<file path="src/rtl/fbc_regfile.sv">
module fbc_regfile #(
  parameter int ADDR_W     = 5,
  parameter int DATA_W     = 32,
  parameter int CTRL_OFS   = 16,
  parameter int STAT_OFS   = 17,
  parameter int STORE_BASE = 18,
  parameter int IRQ_BIT    = 7,
  parameter logic [7:0] STAT_ID = 8'h61
) (
  input  logic              clk,
  input  logic              rst_n,
  input  logic [ADDR_W-1:0] bus_addr,
  input  logic              bus_wen,
  input  logic [DATA_W-1:0] bus_wdata,
  output logic [DATA_W-1:0] bus_rdata,
  input  logic              frame_end,
  output logic              irq
);
  localparam int WINDOW    = 1 << ADDR_W;
  localparam int NUM_STORE = WINDOW - STORE_BASE;

  logic [7:0] ctrl_q;
  logic       pend_q;
  logic [7:0] store_q [NUM_STORE];
  logic [7:0] rd_byte;

  wire [7:0] wbyte     = bus_wdata[7:0];
  wire       unused_hi = ^bus_wdata[DATA_W-1:8];
  wire       hit_ctrl  = bus_addr == ADDR_W'(CTRL_OFS);
  wire       hit_stat  = bus_addr == ADDR_W'(STAT_OFS);
  wire       set_pend  = frame_end & ctrl_q[IRQ_BIT];

  always_ff @(posedge clk or negedge rst_n)
    if (!rst_n)                 ctrl_q <= '0;
    else if (bus_wen && hit_ctrl) ctrl_q <= wbyte;

  always_ff @(posedge clk or negedge rst_n)
    if (!rst_n)                 pend_q <= 1'b0;
    else if (set_pend)          pend_q <= 1'b1;
    else if (bus_wen && hit_stat) pend_q <= 1'b0;

  for (genvar i = 0; i < NUM_STORE; i++) begin : g_store
    always_ff @(posedge clk or negedge rst_n)
      if (!rst_n) store_q[i] <= '0;
      else if (bus_wen && bus_addr == ADDR_W'(STORE_BASE + i)) store_q[i] <= wbyte;
  end

  always_comb begin
    rd_byte = '0;
    if (hit_ctrl) rd_byte = ctrl_q;
    if (hit_stat) rd_byte = STAT_ID | (8'(pend_q) << IRQ_BIT);
    for (int i = 0; i < NUM_STORE; i++)
      if (bus_addr == ADDR_W'(STORE_BASE + i)) rd_byte = store_q[i];
  end

  assign bus_rdata = {{(DATA_W-8){1'b0}}, rd_byte};
  assign irq       = pend_q;
endmodule


</file>
<file path="config.mk">
export PLATFORM = sky130hd
export DESIGN_NAME = fbc_regfile
export DESIGN_NICKNAME = d
export VERILOG_FILES = /design/src/rtl/fbc_regfile.sv
export SDC_FILE = /design/constraint.sdc
export NUM_CORES = 1
export LEC_CHECK = 0
export BUFFER_PORTS_ARGS = -buffer_cell sky130_fd_sc_hd__buf_2
export CAP_MARGIN = 20
export CELL_PAD_IN_SITES_DETAIL_PLACEMENT = 1
export CELL_PAD_IN_SITES_GLOBAL_PLACEMENT = 1
export CORE_ASPECT_RATIO = 1.2
export CORE_MARGIN = 2
export CORE_UTILIZATION = 40
export DETAILED_ROUTE_END_ITERATION = 7
export PLACE_DENSITY = 0.75
export RECOVER_POWER = 50
export SETUP_SLACK_MARGIN = 0.3
export SKIP_CTS_REPAIR_TIMING = 1
export SYNTH_ARGS = -nofsm -noshare
export SYNTH_HDL_FRONTEND = slang
export SYNTH_SLANG_ARGS = --single-unit
export TNS_END_PERCENT = 5
</file>
<file path="constraint.sdc">
create_clock -name clk -period 2.25 [get_ports clk]
set_input_delay 0.1125 -clock clk [delete_from_list [all_inputs] [get_ports clk]]
set_output_delay 0.1125 -clock clk [all_outputs]
set_load 0.005 [all_outputs]
</file>
### Yosys cells after proc, flatten, opt, wreduce, memory -nomap -nowiden

Cells that the tools add are included.

* register bits after elaboration: 121
* bits of input ports: 41
* output and inout port bits: 33
* logic and storage cells: 68

* eq/ne operators: 16
* muxes and demuxes: 18
* bitwise operators: 1
* reduce and logical (&&, ||, !) cells: 17

Operators with widths (number)
* 8-bit 2-to-1 mux: 16
* 5-bit == test (second input constant): 16
* 1-bit logical AND: 16
* 1-bit 2-to-1 mux: 2
* 2-bit nonzero test: 1
* 1-bit AND: 1

### Longest topological paths before layout

* depth in word-level cells: 17
* depth in mapped cells: 8
* gate-level depth less buffers: 5

### Worst setup path before layout

No wires, ideal clock.

* path type: input to register
* from: input port bus_addr[0]
* to: register store_q[10] in the netlist's numbering
* setup time: 0.125 ns
* arrival: 1.331 ns
* data required time: 2.125 ns
* path slack: 0.794 ns
* cell stages on the path: 5
* path buffers: 1
* path through: buf_4 and2b_1 nand2_2 nor2_2 mux2_2

* cells in the longest elaborated chain, start to end: 2

RTL lines
* from (decl): line 12 `input logic [ADDR_W-1:0] bus_addr,`
* 5-bit == test: line 45 `else if (bus_wen && bus_addr == ADDR_W'(STORE_BASE + i)) store_q[i] <= wbyte;`
* 1-bit logical AND: line 45
* to (signal, indexed assignment): line 45
* to (decl): line 24 `logic [7:0] store_q [NUM_STORE];`

Every way passes these cells.
A chain may end at the register's enable or synchronous reset.

### Final worst setup path

* from: register store_q[90] in the netlist's numbering
* to: output port bus_rdata[2]

* cells in the longest elaborated chain, start to end: 12

RTL lines
* 8-bit 2-to-1 mux (12 in a row): line 53 `if (bus_addr == ADDR_W'(STORE_BASE + i)) rd_byte = store_q[i];`
* to (decl): line 15 `output logic [DATA_W-1:0] bus_rdata,`

Every way passes these cells.

==> metrics.md <==
| Metric | Value |
|---|---|
| Min-delay worst type | `input port to flip-flop` |
| Core area | `15450 µm²` |
| Synth-to-layout area growth | `16.81%` |
| Clk_lat worst skew | `0.41 ns` |
| WL final | `17750 µm` |
| Asr flop ratio synth | `100.0%` |
| Peak VDD IR | `431.1 µV` |
| Synth Register Bits | `121` |
| Final worst path period share | `95.20%` |
| First-pass GRT wire length | `28250 µm` |
| DP HPWL | `11760 µm` |
| CTS tree | `built` |
| Die height | `140.8 µm` |
| WP data arrival | `2.03 ns` |
| Synthesis warning total | `0` |
| Fin. max-slew vios | `0` |
| Share of cells above drive strength 1 | `41.07%` |
| Lkg Pwr | `3.213 nW` |
| Reg clk slew, reported paths | `0.06 ns` |
| Congestion Overflow GR | `0` |
| Reg area | `3028 µm²` |
| Fin. Hold Viols | `0` |
| Adder-Cell Fraction of Synth Area | `0%` |
| Final WS setup | `0.1079 ns` |
| Post-synthesis compound-gate area fraction | `9.749%` |
| Maxcap violations | `0` |
| Yosys cell types | `56` |
| Post-synth top area share | `48.55%` |
| Final RePlAce weighted congestion | `0.8022` |
| Largest family of logic cells by synthesized area | `multiplexers` |
| # IOs | `74` |
| Synth top area cells | `dfrtp_1 (49%), mux2_2 (22%), buf_4 (3.7%), mux2i_1 (2.7%), o21ai_0 (1.8%)` |
| Actual slew at the worst max-slew pin | `1.168 ns` |
| Fillers | `1632` |
| CP required | `2.14 ns` |
| Global Route Usage Sum | `22.16%` |
| Vias in the first global route | `4903` |
| Mapped Area | `6237 µm²` |
| Cell Count, Final, Fillers Out | `785` |
| Synth Area in Simple Gates | `9.629%` |
| Buf/Inv on CP | `1` |
| Pre-CTS setup slack | `0.1051 ns` |
| Placed Cells | `750` |
| RSZ-0062 raised after global routing | `true` |
| Most instantiated library cell after synthesis | `dfrtp_1` |
| WS Path Type | `flip-flop to primary output` |
| Fin nets | `605` |
| Worst path cell trace | `nor2_1, o22ai_2, a221o_1, a41oi_2, o221ai_2, buf_2` |
| Routed len/inst | `22.62 µm` |
| Delay-heaviest family, CP | `compound AO/OA/AOI/OAI gates` |
| CTS sink count | `121` |
| Design Power | `6.757 mW` |
| Worst path slowest cell | `dfrtp_1` |
| Chip width | `118.0 µm` |
| CTS Buf Count | `17` |
| Initial Util | `40.36%` |
| Cell taking the most area after synthesis | `dfrtp_1` |
| CP Launch Type | `flip-flop` |
| Cells after Synth | `521` |
| H-tree depth | `4` |
| Multiplexer share of the synthesized area | `25.48%` |
| Via count | `4469` |
| IO Port Bufs | `25` |
| DRC | `0` |
| Worst stage delay on the critical path | `0.40 ns` |
| Ant. Diodes | `0` |
| XOR/XNOR share of the synthesized area | `0%` |
| Setup violators final | `0` |
| Antenna Nets Post-Route | `0` |
| Main synth FF type | `dfrtp_1` |
| 1st-pass router iterations | `4` |
| Avg Vias per Cell | `5.693` |
| Fin crit period | `2.142 ns` |
| Die area | `16610 µm²` |
| Clock root buffer | `clkbuf_16` |
| Status | `completed` |
| Clock skew | `0.00001577 ns` |
| Post-synth top cells | `dfrtp_1 (121), mux2_2 (120), buf_4 (31)` |
| Max clock buf depth | `2` |
| Antenna violations before repair | `0` |
| PwrDens | `927.5 nW/µm²` |
| Fmax | `466.8 MHz` |
| 1st-iter DRT viols | `215` |
| CP Max Fanout | `2` |
| CP Capture Type | `primary output` |
| Core Util, Final | `47.15%` |
| Slew HR | `22.11%` |
| Area of the multi-input gates | `2949 µm²` |
| Mean Syn Cell Area | `11.97 µm²` |
| EDFF count, synth | `0` |
| Sequential area share after synthesis | `48.55%` |
| Pin count of the biggest net entering global routing | `47` |
| Row cnt | `50` |
-- registers in the layout (all words and copies together), names as in the netlist --
| register | cells |
|---|---|
| irq | 1 |
| ctrl_q | 8 |
| store_q | 112 |
-- layout make-up --
cell class	count	share of cell area, %
sequential	121	41.56
tap	208	3.572
timing repair buffer	59	5.358
inverter	10	0.5152
clock buffer	20	6.131
clock inverter	12	2.387
multi-input combinational	355	40.48
-- routing by layer --
layer	global-route usage, %	share of wire (%)	wire length [µm]	up-vias
li1	-	-	-	1946
met1	26.82	40	7188	2358
met2	38.59	54	9526	138
met3	3.560	3.9	684	27
met4	10.65	2.0	354	0
met5	0	0	0	-
-- kinds of logic (layout without fill, tap and decap cells) --
logic type | Yosys count | count (layout)
AO/OA/AOI/OAI | 91 | 91
multiplexers | 140 | 140
buffers and inverters | 68 | 101
flip-flops | 121 | 121
AND/OR/NAND/NOR | 100 | 100
other | 1 | 24
-- worst register-to-register path, stage by stage (launching register included) --
cell	delay, ns
dfrtp_1	0.38
buf_4	0.14
mux2_2	0.25
-- through the flow --
step	instance area [µm²]	TNS, ns	hold WS, ns
final	7286	0	0.1077
after global routing	7286	0	0.1410
after CTS	7219	-0.03993	-0.2773
after detailed placement	6599	0	0.1669
after global placement	6599	0	0.1543
after floorplan	6324	0	-0.1831
-- power breakdown --
| part | internal (mW) | switching [mW] | total, mW |
|---|---|---|---|
| Combinational | 0.527 | 0.501 | 1.03 |
| Sequential | 2.61 | 0.241 | 2.85 |
| Clock | 1.88 | 1.00 | 2.88 |
-- worst paths after layout --
kind	from	end	slack [ns]	cells past startpoint
max in group asynchronous	rst_n	store_q[91]	0.46	3
worst max-delay path	store_q[90]	bus_rdata[2]	0.11	6
min in group asynchronous	rst_n	store_q[2]	0.46	2
worst max register to register	store_q[106]	store_q[106]	1.36	2
worst min-delay path	bus_wdata[1]	store_q[49]	0.11	3
worst min register to register	store_q[91]	store_q[91]	0.50	1
-- placed cells by master, fill, tap and decap left out, types with 17 or more instances in the layout --
cell,count
buf_2,23
nor2_1,18
conb_1,24
o21ai_0,22
buf_4,26
clkbuf_16,17
nand2_1,19
mux2i_1,17
dfrtp_1,121
mux2_2,120
No activity file was read; power rests on OpenSTA's default activity.
